## config.mk

```make
export PLATFORM = sky130hd
export DESIGN_NAME = fp64_rto_narrow
export DESIGN_NICKNAME = d
export VERILOG_FILES = /design/src/rtl/fp64_rto_pkg.sv /design/src/rtl/fp64_rto_lane_cvt.sv /design/src/rtl/fp64_rto_lane_sel.sv /design/src/rtl/fp64_rto_narrow.sv
export SDC_FILE = /design/constraint.sdc
export NUM_CORES = 2
export LEC_CHECK = 0
export BUFFER_PORTS_ARGS = -buffer_cell sky130_fd_sc_hd__buf_4
export CAP_MARGIN = 20
export CELL_PAD_IN_SITES_DETAIL_PLACEMENT = 1
export CELL_PAD_IN_SITES_GLOBAL_PLACEMENT = 1
export CORE_UTILIZATION = 25
export DETAILED_ROUTE_END_ITERATION = 12
export GPL_TIMING_DRIVEN = 0
export PLACE_DENSITY_LB_ADDON = 0.1
export SYNTH_ARGS = -nofsm -noshare
export SYNTH_HDL_FRONTEND = slang
export SYNTH_HIERARCHICAL = 1
export SYNTH_SLANG_ARGS = --single-unit
```

## constraint.sdc

```tcl
create_clock -name clk -period 8.2 [get_ports clk]
set_input_delay 1.64 -clock clk [delete_from_list [all_inputs] [get_ports clk]]
set_output_delay 1.64 -clock clk [all_outputs]
set_load 0.01 [all_outputs]
```

## src/rtl/fp64_rto_pkg.sv

```systemverilog
package fp64_rto_pkg;
  localparam int unsigned FLAG_W  = 4;
  localparam int unsigned FLG_IX  = 0;
  localparam int unsigned FLG_UF  = 1;
  localparam int unsigned FLG_OF  = 2;
  localparam int unsigned FLG_IV  = 3;
  localparam int unsigned LANE_W  = 64;
  localparam int unsigned HALF_W  = 32;
  typedef logic [FLAG_W-1:0] exc_t;
endpackage

```

## src/rtl/fp64_rto_lane_cvt.sv

```systemverilog
module fp64_rto_lane_cvt
  import fp64_rto_pkg::*;
(
  input  logic [LANE_W-1:0] din,
  input  logic              flush_zero,
  input  logic              default_nan,
  output logic [HALF_W-1:0] res,
  output exc_t              flg
);
  localparam logic [10:0] E_MAX  = 11'h7FF;
  localparam logic [10:0] E_OVF  = 11'd1151;
  localparam logic [10:0] E_NRM  = 11'd897;
  localparam logic [10:0] SH_OFS = 11'd926;
  localparam logic [5:0]  SH_CAP = 6'd53;

  logic        sgn;
  logic [10:0] ex;
  logic [51:0] fr;
  logic [52:0] sig;
  logic [10:0] sh;
  logic [5:0]  sh_c;
  logic [75:0] wide;
  logic [22:0] dfrac;
  logic        dsticky;
  logic        nsticky;
  logic [7:0]  ex8;

  assign sgn     = din[63];
  assign ex      = din[62:52];
  assign fr      = din[51:0];
  assign sig     = {1'b1, fr};
  assign sh      = SH_OFS - ex;
  assign sh_c    = (sh > 11'(SH_CAP)) ? SH_CAP : sh[5:0];
  assign wide    = 76'({sig, 53'd0} >> sh_c);
  assign dfrac   = wide[75:53];
  assign dsticky = |wide[52:0];
  assign nsticky = |fr[28:0];
  assign ex8     = ex[7:0] + 8'd128;

  always_comb begin
    res = '0;
    flg = '0;
    if (ex == E_MAX) begin
      if (fr == '0) begin
        res = {sgn, 8'hFF, 23'd0};
      end else begin
        flg[FLG_IV] = ~fr[51];
        res = default_nan ? 32'h7FC0_0000 : {sgn, 8'hFF, 1'b1, fr[50:29]};
      end
    end else if (ex == '0) begin
      if (fr == '0) begin
        res = {sgn, 31'd0};
      end else if (flush_zero) begin
        res = {sgn, 31'd0};
        flg[FLG_UF] = 1'b1;
      end else begin
        res = {sgn, 30'd0, 1'b1};
        flg[FLG_UF] = 1'b1;
        flg[FLG_IX] = 1'b1;
      end
    end else if (ex >= E_OVF) begin
      res = {sgn, 8'hFE, 23'h7F_FFFF};
      flg[FLG_OF] = 1'b1;
      flg[FLG_IX] = 1'b1;
    end else if (ex >= E_NRM) begin
      res = {sgn, ex8, fr[51:30], fr[29] | nsticky};
      flg[FLG_IX] = nsticky;
    end else if (flush_zero) begin
      res = {sgn, 31'd0};
      flg[FLG_UF] = 1'b1;
    end else begin
      res = {sgn, 8'h00, dfrac[22:1], dfrac[0] | dsticky};
      flg[FLG_IX] = dsticky;
      flg[FLG_UF] = dsticky;
    end
  end
endmodule

```

## src/rtl/fp64_rto_lane_sel.sv

```systemverilog
module fp64_rto_lane_sel
  import fp64_rto_pkg::*;
(
  input  logic              active,
  input  logic              zero_mode,
  input  logic [LANE_W-1:0] old_lane,
  input  logic [HALF_W-1:0] cvt_res,
  input  exc_t              cvt_flg,
  output logic [LANE_W-1:0] new_lane,
  output exc_t              lane_flg
);
  always_comb begin
    if (active)         new_lane = {{(LANE_W-HALF_W){1'b0}}, cvt_res};
    else if (zero_mode) new_lane = '0;
    else                new_lane = old_lane;
    lane_flg = active ? cvt_flg : '0;
  end
endmodule

```

## src/rtl/fp64_rto_narrow.sv

```systemverilog
module fp64_rto_narrow
  import fp64_rto_pkg::*;
#(
  parameter int unsigned VLEN = 256
) (
  input  logic            clk,
  input  logic            rst_n,
  input  logic            in_valid,
  output logic            in_ready,
  input  logic [VLEN-1:0] src_vec,
  input  logic [VLEN-1:0] dst_old,
  input  logic [VLEN/8-1:0] pred,
  input  logic            zero_mode,
  input  logic            flush_zero,
  input  logic            default_nan,
  output logic            out_valid,
  input  logic            out_ready,
  output logic [VLEN-1:0] dst_vec,
  output exc_t            exc_flags
);
  localparam int unsigned LANES = VLEN / LANE_W;
  localparam int unsigned PBITS = LANE_W / 8;

  logic [LANES-1:0]  act;
  logic              any_act;
  logic [VLEN-1:0]   src_eff;
  logic [VLEN-1:0]   nxt_vec;
  exc_t              lflg [LANES];
  exc_t              nxt_flg;
  logic              unused_pred;

  assign unused_pred = ^pred;

  for (genvar e = 0; e < LANES; e++) begin : g_lane
    logic [HALF_W-1:0] cres;
    exc_t              cflg;
    assign act[e] = pred[e*PBITS];
    fp64_rto_lane_cvt u_cvt (
      .din         (src_eff[e*LANE_W +: LANE_W]),
      .flush_zero  (flush_zero),
      .default_nan (default_nan),
      .res         (cres),
      .flg         (cflg)
    );
    fp64_rto_lane_sel u_sel (
      .active    (act[e]),
      .zero_mode (zero_mode),
      .old_lane  (dst_old[e*LANE_W +: LANE_W]),
      .cvt_res   (cres),
      .cvt_flg   (cflg),
      .new_lane  (nxt_vec[e*LANE_W +: LANE_W]),
      .lane_flg  (lflg[e])
    );
  end

  assign any_act = |act;
  assign src_eff = any_act ? src_vec : '0;

  always_comb begin
    nxt_flg = '0;
    for (int e = 0; e < LANES; e++) nxt_flg = nxt_flg | lflg[e];
  end

  assign in_ready = ~out_valid | out_ready;

  always_ff @(posedge clk) begin
    if (!rst_n) begin
      out_valid <= 1'b0;
      dst_vec   <= '0;
      exc_flags <= '0;
    end else if (in_ready) begin
      out_valid <= in_valid;
      if (in_valid) begin
        dst_vec   <= nxt_vec;
        exc_flags <= nxt_flg;
      end
    end
  end
endmodule

```

======== After elaboration in Yosys (flattened, before gate mapping) ========
Cells that the tools add are included.
operators by class
  add/subtract/negate cells ............... 8
  order comparisons ....................... 12
  equal/unequal tests ..................... 4
  shift-type cells ........................ 4
  mux-type cells .......................... 106
  bitwise operators ....................... 17
  reduce and logical (&&, ||, !) cells .... 18
operators by type and width
  kind                      count
  $mux W64                  8
  $shr A106 B6 Y76          4
  $mux W32                  12
  $mux W31                  12
  $mux W256                 1
  $reduce_or A53 Y1         4
  $logic_not A52 Y1         4
  $reduce_or A29 Y1         4
  $mux W23                  4
  $mux W1                   49
  $eq A11 B11 Y1 const B    4
  $ge A11 B10 Y1 const B    4
  $ge A11 B11 Y1 const B    4
  $gt A11 B6 Y1 const B     4
  $logic_not A11 Y1         4
  $sub A10 B11 Y11 const A  4
  $add A8 B8 Y8 const B     4
  $mux W6                   4
  $mux W2                   8
  $mux W4                   4
  $mux W3                   4
  $or A4 B4 Y4              3
  $or A1 B1 Y1              9
  $not A1 Y1                5
  2 further kinds           2
storage, ports and cells
  register bits ........................... 261
  logic and storage cells ................. 172

======== Logic depth before layout (Yosys ltp) ========
  word-level depth ........................ 16
  gate-level depth with buffers ........... 31
  mapped depth without buffers ............ 22

======== Hierarchy ========
Netlist, hierarchy kept.
by module, submodules not included
  module                                    times used  cells each  area each (um^2)  seq. area each (um^2)
  fp64_rto_narrow                           1           1,418       12,092.8          5,225.0
  fp64_rto_lane_cvt at g_lane[1].u_cvt ...  2           915         5,522.8           0.0
  fp64_rto_lane_cvt at g_lane[0].u_cvt      1           1,091       6,466.2           0.0
  fp64_rto_lane_cvt at g_lane[3].u_cvt      1           942         5,725.5           0.0
  fp64_rto_lane_sel                         4           79          619.3             0.0

======== Worst setup path after synthesis ========
Ideal clock, no wire load.
  path type ............................... input -> register
  from .................................... input port pred[8]
  to ...................................... register exc_flags[0]
  data arrival time ....................... 7.507 ns
  slack ................................... 0.577 ns
  cell stages on the path ................. 27
  cells stage by stage .................... nor4_2 buf_2 buf_2 nor2b_1 inv_1 clkbuf_1 clkbuf_1 clkbuf_1 ha_1 clkbuf_1 clkbuf_1 clkbuf_1 mux2i_1 nor2_1 mux2i_1 nand3_1 a211oi_1 o21ai_0 a222oi_1 o2111ai_1 nor4b_2 o2111ai_1 a311o_1 and2_1 nor4_1 nand3_1 o211a_1
RTL lines
  element                 RTL line               source
  start: declaration      fp64_rto_narrow.sv:12  input logic [VLEN/8-1:0] pred,
  end signal: assignment  fp64_rto_narrow.sv:75  exc_flags <= nxt_flg;
  end: declaration        fp64_rto_narrow.sv:19  output exc_t exc_flags

==> results.sh <==
export IMPL_cts_clk_slew_worst_paths_ns=0.06
export IMPL_p_leak_nw=19.8
export IMPL_cpMaxStageDelayCell="nor4_4"
export IMPL_vias=52500
export IMPL_yosys_most_used_dff="dfxtp_1"
export IMPL_synth_area_um2=37800
export IMPL_grt_start_max_net_pins=21
export IMPL_grt_use_total_pct=36.9
export IMPL_drv_cap=0
export IMPL_grt_pass1_vias=51800
export IMPL_async_flop_share_pct=0
export IMPL_critPathMaxStageDelay_ns=0.46
export IMPL_min_path_type="register to register"
export IMPL_min_period_ns=8.16
export IMPL_synth_warnings=6
export IMPL_finish_utilization_pct=33.1
export IMPL_core_um2=150000
export IMPL_die_area_um2=153000
export IMPL_ys_seq_elements=261
export IMPL_setup_slack_ns=0.0357
export IMPL_peakVddDrop_mv=0.106
export IMPL_placed_cell_area_um2=46400
export IMPL_grt_pass1_wl_um=409000
export IMPL_gp_congestion=1.03
export IMPL_fmax_mhz=122
export IMPL_ys_types=118
export IMPL_firstDrtPassIters=6
export IMPL_fin_crit_sh_pct=99.6
export IMPL_cts_tree="yes"
export IMPL_fill_cells=18900
export IMPL_drcViolationCount=0
export IMPL_numClockSinks=261
export IMPL_outcome="finished, final reports clean"
export IMPL_power_density_nw_per_um2=125
export IMPL_cp_max_fo=10
export IMPL_die_h_um=391
export IMPL_ant_nets=0
export IMPL_antenna_found_initial=30
export IMPL_dp_cells=8417
export IMPL_start_util_pct=25.2
export IMPL_rsz0062_at_grt="yes"
export IMPL_final_hold_violation_count=0
export IMPL_finalPower_mw=6.19
export IMPL_worst_pin_slew_ns=1.31
export IMPL_wl_per_cell_um=34.7
export IMPL_grt_overflow_total=0
export IMPL_r2r_start="out_valid$_SDFFE_PN0P_"
export IMPL_cts_root_buf="clkbuf_16"
export IMPL_end_kind="register"
export IMPL_io_buffers=783
export IMPL_min_to="dst_vec[21]$_SDFFE_PN0P_"
export IMPL_syn_to_final_growth_pct=31.3
export IMPL_fin_hold_ws_ns=0.458
export IMPL_r2r_cells=7
export IMPL_hold_path_depth=2
export IMPL_r2r_slack_ns=6.34
export IMPL_cts_buffer_depth=3
export IMPL_via_per_inst=6.15
export IMPL_avgSynthCellArea_um2=6.75
export IMPL_synthCells=5597
export IMPL_htreeDepth=2
export IMPL_crit_top_cell="buf_4"
export IMPL_ys_seq_area_share_pct=13.8
export IMPL_fin_skew_ns=0.0387
export IMPL_r2r_end="dst_vec[112]$_SDFFE_PN0P_"
export IMPL_crit_required_ns=8.69
export IMPL_slew_headroom_pct=12.2
export IMPL_dpl_worst_slack_ns=-4.82
export IMPL_fin_cells=8547
export IMPL_synth_edff_count=0
export IMPL_drive_gt1_share_pct=24.0
export IMPL_cp_arrival_ns=8.66
export IMPL_rows=142
export IMPL_worst_setup_path_start_kind="input pin"
export IMPL_min_from="dst_vec[21]$_SDFFE_PN0P_"
export IMPL_post_dp_hpwl_um=239000
export IMPL_ctsHoldBuffers=0
export IMPL_clk_latency_ns=0.62
export IMPL_syn_nets=6164
export IMPL_slew_viol_final=0
export IMPL_setup_viol=0
export IMPL_tns_ns=0
export IMPL_cts_buffers_inserted=37
export IMPL_critPathKind="input pin to register"
export IMPL_die_w_um=391
export IMPL_ios=813
export IMPL_fin_nets=7056
export IMPL_final_area_um2=49700
export IMPL_wl_um=297000
export IMPL_drt_first_iter_violations=5586
sequential cells by signal, summed over array words and instances, names as in the netlist:
| name | flops |
|---|---|
| dst_vec | 256 |
| exc_flags | 4 |
| out_valid | 1 |
layout make-up:
type                       count  area [µm²]  area share (%)
antenna                       15        37.5          0.0756
buffer                       544        3110            6.26
clock buffer                  55        1150            2.33
clock inverter                11        76.3           0.154
inverter                      44         169           0.340
multi-input combinational   4744       30900            62.2
sequential                   261        5230            10.5
tap                         2016        2520            5.08
timing repair buffer         857        6490            13.1
cell usage after synthesis, types with 29 or more instances:
| library cell | n | share of area, % |
|---|---|---|
| nand4_1 | 42 | 0.69 |
| nand2b_1 | 65 | 1.1 |
| inv_1 | 44 | 0.44 |
| a211oi_1 | 111 | 2.2 |
| buf_1 | 66 | 0.66 |
| o31ai_1 | 35 | 0.69 |
| nand2_1 | 867 | 8.6 |
| and2_1 | 181 | 3.0 |
| a31oi_1 | 60 | 0.99 |
| clkbuf_1 | 290 | 2.9 |
| o21a_1 | 39 | 0.77 |
| a21oi_1 | 328 | 4.3 |
| or3_1 | 29 | 0.48 |
| nor4_1 | 94 | 1.6 |
| nand3_1 | 113 | 1.5 |
| o221ai_1 | 60 | 1.4 |
| o22ai_1 | 177 | 2.9 |
| nor2b_1 | 288 | 4.8 |
| nor3_1 | 181 | 2.4 |
| buf_6 | 60 | 1.8 |
| nor2_1 | 447 | 4.4 |
| buf_2 | 116 | 1.5 |
| mux2_2 | 58 | 1.7 |
| o211ai_1 | 53 | 1.1 |
| a22o_1 | 194 | 4.5 |
| a22oi_1 | 33 | 0.66 |
| a221oi_1 | 55 | 1.3 |
| o21ai_0 | 346 | 4.6 |
| mux2i_1 | 422 | 11 |
| dfxtp_1 | 261 | 14 |
worst max-delay path by stage:
stage / start / endpoint / slack, ns / depth (start not counted)
2_1_floorplan: pred[8] / exc_flags[0]$_SDFFE_PN0P_ / 0.58 / 27
3_3_place_gp: pred[0] / exc_flags[0]$_SDFFE_PN0P_ / -6.25 / 27
3_5_place_dp: pred[0] / exc_flags[0]$_SDFFE_PN0P_ / -4.82 / 28
4_1_cts: pred[0] / exc_flags[0]$_SDFFE_PN0P_ / 0.007 / 28
5_1_grt: pred[0] / exc_flags[0]$_SDFFE_PN0P_ / -0.10 / 30
6_report: pred[0] / exc_flags[0]$_SDFFE_PN0P_ / 0.04 / 30
layout by cell type (no fill, tap or decap), types with 21 or more instances in the layout:
cell type,synthesis,routed
a211oi_1,111,92
o211ai_1,53,53
nand3_1,113,109
o31ai_1,35,32
buf_4,14,870
a221oi_1,55,44
a22oi_1,33,31
nand2_1,867,864
nor3_1,181,177
a21oi_2,1,21
buf_2,116,120
inv_1,44,42
or2_2,21,21
a21oi_1,328,307
mux2_2,58,58
and3_1,25,25
nor2_1,447,442
clkbuf_1,290,211
a22o_1,194,194
nor4_1,94,86
clkbuf_16,0,39
nand2b_1,65,64
o221ai_1,60,56
and2_1,181,181
dfxtp_1,261,261
a21o_1,25,25
mux2i_1,422,412
clkbuf_2,3,60
o22ai_1,177,165
a211oi_2,5,22
a31oi_1,60,58
nand4_1,42,42
buf_6,60,74
or3_1,29,29
nor2b_1,288,280
buf_1,66,35
o21ai_0,346,331
o21ai_1,16,25
o21a_1,39,38
critical path, delay by kind of cell:
family,cells,cell delay [ns]
buf+inv,11,2.47
compound gates,7,1.62
mux,2,0.42
fa+ha+maj,1,0.24
simple gates,9,2.16
kinds of logic after synthesis:
group / share of synthesized area [%]
buf+inv: 7.61
fa+ha+maj: 0.529
simple gates: 31.9
mux: 13.0
compound gates: 32.3
xor+xnor: 0.768
flops: 13.8
power breakdown:
part	internal (mW)	switching, mW
registers	1.33	0.0395
clock network	0.974	0.708
logic	1.06	2.08
total	3.36	2.83
metal layers:
layer / track usage (%) / share of wire [%] / up-vias
li1: - / - / 22600
met1: 47.0 / 41 / 26100
met2: 58.9 / 44 / 3072
met3: 7.45 / 9.0 / 739
met4: 18.3 / 5.8 / 22
met5: 0 / 0.054 / -
timing repair:
item / 4_1_cts / 5_1_grt
pin swaps: 20 / 35
endpoints found under the setup margin: 94 / 12
cloned: 0 / 1
buffers inserted: 21 / 31
resized for setup: 264 / 182
(Power assumes the default switching activity.)
